**src/rtl/tacc_pkg.sv**
```systemverilog
`timescale 1ns/1ps
package tacc_pkg;

    localparam int BYTE_W = 8;

    // Fixed offsets in the host window
    localparam logic [BYTE_W-1:0] OFS_CTRL = 8'h30;
    localparam logic [BYTE_W-1:0] OFS_AUX  = 8'h31;
    localparam logic [BYTE_W-1:0] OFS_SYNC = 8'h32;
    localparam logic [BYTE_W-1:0] OFS_MODE = 8'h34;
    localparam logic [BYTE_W-1:0] OFS_FMT  = 8'h35;
    localparam logic [BYTE_W-1:0] OFS_STAT = 8'h36;

    localparam int TERM_BIT = 4;

    // Bits of the format byte that the sequence clears
    localparam logic [BYTE_W-1:0] FMT_CLR_MASK = 8'hE0;

    typedef struct packed {
        logic              en;
        logic [BYTE_W-1:0] addr;
        logic [BYTE_W-1:0] data;
    } host_wr_t;

    typedef struct packed {
        logic [BYTE_W-1:0] ctrl;
        logic [BYTE_W-1:0] aux;
        logic [BYTE_W-1:0] sync;
        logic [BYTE_W-1:0] mode;
        logic [BYTE_W-1:0] fmt;
    } low_regs_t;

    function automatic logic [BYTE_W-1:0] status_byte(input logic wbusy, input logic rbusy);
        return {{(BYTE_W-2){1'b0}}, rbusy, wbusy};
    endfunction

endpackage

```
**src/rtl/tacc_term_seq.sv**
```systemverilog
`timescale 1ns/1ps
module tacc_term_seq #(
    parameter int unsigned CYCLES = 256
) (
    input  logic clk,
    input  logic rst,
    input  logic start,
    output logic busy,
    output logic done
);
    localparam int CW = $clog2(CYCLES + 1);

    logic [CW-1:0] cnt;

    always_ff @(posedge clk) begin
        if (rst)
            cnt <= '0;
        else if (start)
            cnt <= CW'(CYCLES);
        else if (cnt != '0)
            cnt <= cnt - 1'b1;
    end

    assign busy = (cnt != '0);
    // The last busy cycle ends the sequence unless a new edge reloads it
    assign done = (cnt == CW'(1)) && !start;

    assert_busy_from_edge_R3: assert property (@(posedge clk) disable iff (rst)
        $rose(busy) |-> $past(start));

    assert_done_drops_R4: assert property (@(posedge clk) disable iff (rst)
        done |=> !busy);

    assert_restart_busy_R8: assert property (@(posedge clk) disable iff (rst)
        start |=> busy);

endmodule

```
**src/rtl/tacc_ctl_regs.sv**
```systemverilog
`timescale 1ns/1ps
module tacc_ctl_regs
    import tacc_pkg::*;
(
    input  logic      clk,
    input  logic      rst,
    input  host_wr_t  wr,
    input  logic      done,
    output low_regs_t regs,
    output logic      term_edge
);
    logic hit_ctrl, hit_aux, hit_sync, hit_mode, hit_fmt;

    assign hit_ctrl = wr.en && (wr.addr == OFS_CTRL);
    assign hit_aux  = wr.en && (wr.addr == OFS_AUX);
    assign hit_sync = wr.en && (wr.addr == OFS_SYNC);
    assign hit_mode = wr.en && (wr.addr == OFS_MODE);
    assign hit_fmt  = wr.en && (wr.addr == OFS_FMT);

    assign term_edge = hit_ctrl && wr.data[TERM_BIT] && !regs.ctrl[TERM_BIT];

    always_ff @(posedge clk) begin
        if (rst) begin
            regs <= '0;
        end else begin
            // control byte is never touched by the sequence
            if (hit_ctrl) regs.ctrl <= wr.data;
            if (done) begin
                regs.aux  <= '0;
                regs.sync <= '0;
                regs.mode <= '0;
                regs.fmt  <= regs.fmt & ~FMT_CLR_MASK;
            end else begin
                if (hit_aux)  regs.aux  <= wr.data;
                if (hit_sync) regs.sync <= wr.data;
                if (hit_mode) regs.mode <= wr.data;
                if (hit_fmt)  regs.fmt  <= wr.data;
            end
        end
    end

    assert_ctrl_kept_R6: assert property (@(posedge clk) disable iff (rst)
        (done && !hit_ctrl) |=> $stable(regs.ctrl));

    assert_low_cleared_R5: assert property (@(posedge clk) disable iff (rst)
        done |=> (regs.aux == '0 && regs.sync == '0 && regs.mode == '0
                  && (regs.fmt & FMT_CLR_MASK) == '0));

    assert_fmt_low_kept_R5: assert property (@(posedge clk) disable iff (rst)
        done |=> (regs.fmt & ~FMT_CLR_MASK) == ($past(regs.fmt) & ~FMT_CLR_MASK));

endmodule

```
**src/rtl/tacc_op_bank.sv**
```systemverilog
`timescale 1ns/1ps
module tacc_op_bank
    import tacc_pkg::*;
#(
    parameter int unsigned BASE  = 128,
    parameter int unsigned COUNT = 128
) (
    input  logic              clk,
    input  logic              rst,
    input  host_wr_t          wr,
    input  logic              done,
    input  logic [BYTE_W-1:0] rd_addr,
    output logic [BYTE_W-1:0] rd_byte
);
    logic [BYTE_W-1:0] ops [COUNT];

    for (genvar g = 0; g < COUNT; g++) begin : g_op
        always_ff @(posedge clk) begin
            if (rst || done)
                ops[g] <= '0;
            else if (wr.en && wr.addr == BYTE_W'(BASE + g))
                ops[g] <= wr.data;
        end
    end

    always_comb begin
        rd_byte = '0;
        for (int i = 0; i < COUNT; i++)
            if (rd_addr == BYTE_W'(BASE + i)) rd_byte = ops[i];
    end

    logic any_nz;
    always_comb begin
        any_nz = 1'b0;
        for (int i = 0; i < COUNT; i++)
            any_nz = any_nz | (ops[i] != '0);
    end

    assert_ops_zero_R5: assert property (@(posedge clk) disable iff (rst)
        done |=> !any_nz);

endmodule

```
**src/rtl/tacc_front.sv**
```systemverilog
`timescale 1ns/1ps
module tacc_front
    import tacc_pkg::*;
#(
    parameter int unsigned RESET_CYCLES = 256,
    parameter int unsigned OP_BASE      = 128,
    parameter int unsigned OP_COUNT     = 128
) (
    input  logic       clk,
    input  logic       rst,
    input  logic       wr_en,
    input  logic [7:0] wr_addr,
    input  logic [7:0] wr_data,
    input  logic       rd_en,
    input  logic [7:0] rd_addr,
    output logic [7:0] rd_data,
    output logic       rd_valid,
    input  logic       queue_pend
);
    host_wr_t          wr;
    low_regs_t         low;
    logic              term_edge, busy, done;
    logic [BYTE_W-1:0] op_byte, rd_next;

    assign wr = '{en: wr_en, addr: wr_addr, data: wr_data};

    tacc_ctl_regs u_ctl (
        .clk(clk), .rst(rst), .wr(wr), .done(done),
        .regs(low), .term_edge(term_edge)
    );

    tacc_term_seq #(.CYCLES(RESET_CYCLES)) u_seq (
        .clk(clk), .rst(rst), .start(term_edge), .busy(busy), .done(done)
    );

    tacc_op_bank #(.BASE(OP_BASE), .COUNT(OP_COUNT)) u_ops (
        .clk(clk), .rst(rst), .wr(wr), .done(done),
        .rd_addr(rd_addr), .rd_byte(op_byte)
    );

    always_comb begin
        case (rd_addr)
            OFS_CTRL: rd_next = low.ctrl;
            OFS_AUX:  rd_next = low.aux;
            OFS_SYNC: rd_next = low.sync;
            OFS_MODE: rd_next = low.mode;
            OFS_FMT:  rd_next = low.fmt;
            OFS_STAT: rd_next = status_byte(queue_pend, busy);
            default:  rd_next = op_byte;
        endcase
    end

    always_ff @(posedge clk) begin
        if (rst) begin
            rd_data  <= '0;
            rd_valid <= 1'b0;
        end else begin
            rd_valid <= rd_en;
            if (rd_en) rd_data <= rd_next;
        end
    end

    assert_rd_valid_R2: assert property (@(posedge clk) disable iff (rst)
        rd_en |=> rd_valid);

    assert_stat_high_zero_R7: assert property (@(posedge clk) disable iff (rst)
        (rd_en && rd_addr == OFS_STAT) |=> rd_data[7:2] == 6'd0);

    assert_wbusy_mirror_R7: assert property (@(posedge clk) disable iff (rst)
        (rd_en && rd_addr == OFS_STAT) |=> rd_data[0] == $past(queue_pend));

    assert_hole_reads_zero_R9: assert property (@(posedge clk) disable iff (rst)
        (rd_en && (rd_addr == 8'h33 || rd_addr == 8'h00)) |=> rd_data == 8'h00);

endmodule

```
**config.mk**
```make
export PLATFORM = sky130hd
export DESIGN_NAME = tacc_front
export DESIGN_NICKNAME = d
export VERILOG_FILES = /design/src/rtl/tacc_pkg.sv /design/src/rtl/tacc_term_seq.sv /design/src/rtl/tacc_ctl_regs.sv /design/src/rtl/tacc_op_bank.sv /design/src/rtl/tacc_front.sv
export SDC_FILE = /design/constraint.sdc
export NUM_CORES = 2
export LEC_CHECK = 0
export BUFFER_PORTS_ARGS = -buffer_cell sky130_fd_sc_hd__clkbuf_2
export CORE_MARGIN = 1
export CORE_UTILIZATION = 50
export DETAILED_ROUTE_END_ITERATION = 7
export PLACE_DENSITY = 0.68
export SYNTH_ARGS = -nofsm -noshare
export SYNTH_HDL_FRONTEND = slang
export SYNTH_HIERARCHICAL = 1
export SYNTH_SLANG_ARGS = --single-unit
export TNS_END_PERCENT = 30
```
**constraint.sdc**
```tcl
create_clock -name clk -period 3.11 [get_ports clk]
set_input_delay 0.7775 -clock clk [delete_from_list [all_inputs] [get_ports clk]]
set_output_delay 0.7775 -clock clk [all_outputs]
set_load 0.05 [all_outputs]
```
==> reports/metrics.cfg <==
[synth]
syn_inst = 4972
ys_seq_area_share_pct = 57.9
synth_area_mm2 = 0.0552
syn_area_per_cell_um2 = 11.1
synth_edf_count = 1024
yosysWarnings = 6
ys.flop_type = edfxtp_1
async_reset_ff_share_pct = 0
yosysUniqueCellTypes = 103
postSynthNetCount = 5003
ys_ff_latch = 1082

[power]
power.leakage_nw = 29.6
irDropWorstVdd_uv = 550
power.density_mw_per_mm2 = 620
power.total_mw = 43.5

[timing]
worst_slew_pin_slew_ps = 1170
max_freq_ghz = 0.279
skew_ps = 34.9
setup_violations = 8
slew_headroom_pct = 21.9
grt_setup_unrepaired = true
min_period_ps = 3580
hold_viol_final = 0
layout_setup_ws_ps = -470
worst_hold_slack_ps = 360
tns_ps = -2630
period_share_pct = 115
slew_violations = 0

[setup_path]
worstPathMaxFanout = 14
regToRegSetupSlack_ps = -220
r2r_cells = 13
reg2reg_to = rd_data[6]$_SDFFE_PP0P_
worstSetupStartpointType = primary input
path_class = in -> reg
r2r-start = u_ops/ops[0][118]$_SDFFCE_PN0P_
cp.required_ps = 3760
worstPathArrival_ps = 4230
end_kind = register

[cells_and_area]
syn2layout_area_growth_pct = 27.2
fin_cells = 7300
fillers = 8585
drive_above_1_share_pct = 27.3
final_nets = 5745

[route]
drt-total-wl_um = 280000
drc = 1
avgRoutedWirePerCell_um = 38.3
vias = 51400
drt-pass1-iter-count = 8
via_per_inst = 7.04
drt_iter0_drc = 9911
final_antenna_net_count = 0

[placement]
io_buffers = 37
hpwl_um = 199000
pre_cts_slack_ps = -2560
placed_cells = 7031
place_congestion = 1.11

[hold_path]
holdPathStages = 2
hp-class = in -> reg
hold_end = rd_data[1]$_SDFFE_PP0P_
hp-start = rd_en

[die]
dieArea_mm2 = 0.112
die_w_um = 334
die_y_um = 334
coreArea_mm2 = 0.109
start_util_pct = 50.5
ios = 38
rows = 121

[grt]
grt_use_met3_pct = 17.8
antenna_found_initial = 16
grt_max_degree = 90
grtUsageMet2_pct = 67.8
grt_pass1_wl_um = 379000
grt_util_all_layers_pct = 49.0
grt_pass1_vias = 46900
grtUsageMet1_pct = 64.2
busiest_layer = met2
grt.overflow.total = 0

[clock_network]
clk_pin_slew_worst_paths_ps = 60
clk-insertion-delay-late_ps = 760
clock_path_buffers = 3
clock-root-buffer = clkbuf_16
cts_tree = yes
htreeDepth = 3
cts_buffers = 116
clock_sinks = 1082

[status]
failed_checks = DRC, setup timing
status = finished, violations left

[job]
drv_cap = 0

[Yosys cell counts, drive strengths merged, types with 34 or more instances]
library cell,count,area [µm²]
nor2,253,952
nand2,219,825
o21ai,393,1970
nor3,50,250
and3,780,4880
buf,169,970
a211oi,47,358
edfxtp,1024,30700
and2,261,1630
clkbuf,403,1520
o22ai,124,776
nor2b,34,213
nand3,65,325
nand2b,54,345
a22oi,89,673
mux2i,108,1080
a221oi,47,412
dfxtp,58,1160
mux2,36,405
a21oi,241,1210
o211ai,43,323
[stage by stage]
step	utilization, %	area [µm²]
after floorplan	-	55200
after global placement	59.5	64900
after detailed placement	59.5	64900
after CTS	64.1	70000
after global routing	64.3	70200
final	64.3	70200
[per-layer routing]
| metal | routed length [µm] | vias up | share of wire, % |
|---|---|---|---|
| met2 | 112000 | 4753 | 40 |
| met1 | 101000 | 25000 | 36 |
| met5 | 165 | - | 0.059 |
| met4 | 23200 | 19 | 8.3 |
| met3 | 43900 | 1105 | 16 |
| li1 | - | 20500 | - |
[report_power, final]
part,switching [mW],leakage (nW),total (mW),internal [mW]
Combinational,5.52,16.5,8.30,2.78
Sequential,1.51,11.2,20.9,19.4
Clock,6.28,1.86,14.3,8.03
Total,13.3,29.6,43.5,30.2
[placed cells by master (no fill, tap or decap), types with 124 or more instances in the layout]
master,synthesis,layout
edfxtp_1,1024,1024
buf_4,32,993
and3_1,780,780
o21ai_0,390,375
and2_1,261,260
a21oi_1,241,229
nor2_1,252,222
nand2_1,218,215
buf_12,0,133
o22ai_1,124,124
[what timing repair did]
action | in CTS | in global routing
pin swaps | 39 | 12
gates resized for setup | 192 | 17
setup endpoints to repair | 8 | 8
gates cloned | 2 | 1
buffers inserted | 36 | 4
hold buffers | 0 | 0
[area by class of cell]
class	instances	area (µm²)	share of cell area, %
multi-input combinational	3302	21600	30.7
clock inverter	86	851	1.21
inverter	16	60.1	0.0856
timing repair buffer	1196	10900	15.5
sequential	1082	31900	45.5
antenna	9	22.5	0.0321
clock buffer	133	3010	4.29
tap	1476	1850	2.63
[how the worst max path moves through the flow]
| stage | startpoint | to |
|---|---|---|
| 4_1_cts | rd_addr[1] | rd_data[2]$_SDFFE_PP0P_ |
| 3_5_place_dp | rd_addr[3] | rd_data[2]$_SDFFE_PP0P_ |
| 2_1_floorplan | wr_addr[6] | u_ops/ops[0][152]$_SDFFCE_PN0P_ |
| 5_1_grt | rd_addr[1] | rd_data[2]$_SDFFE_PP0P_ |
| 6_report | rd_addr[2] | rd_data[3]$_SDFFE_PP0P_ |
| 3_3_place_gp | rd_addr[3] | rd_data[2]$_SDFFE_PP0P_ |
[flip-flops by register name, summed over array words and instances, names as in the netlist]
name,flops
rd_valid,1
rd_data,8
u_seq/cnt,9
u_ops/ops,1024
u_ctl/regs,40
[worst max-delay path, stage by stage]
cell	delay, ps
buf_12	130
buf_4	160
inv_1	120
buf_4	390
buf_4	300
o21ai_0	160
a211oi_2	400
buf_4	190
a221oi_1	110
o221a_2	250
a21oi_1	180
buf_4	180
o21ai_0	140
a21oi_2	390
o21ai_1	150
a22oi_1	160
[kinds of logic (layout without fill, tap and decap cells)]
family | count (synthesis) | after routing | share of synthesized area, %
muxes | 149 | 149 | 2.90
and+or+nand+nor | 1856 | 1856 | 19.3
adders and majority gates | 2 | 2 | 0.0454
DFF | 1082 | 1082 | 57.9
AOI/OAI and AO/OA | 1295 | 1295 | 15.2
buffers and inverters | 588 | 1431 | 4.61
other | 0 | 9 | 0
No activity file was read; power rests on OpenSTA's default activity.
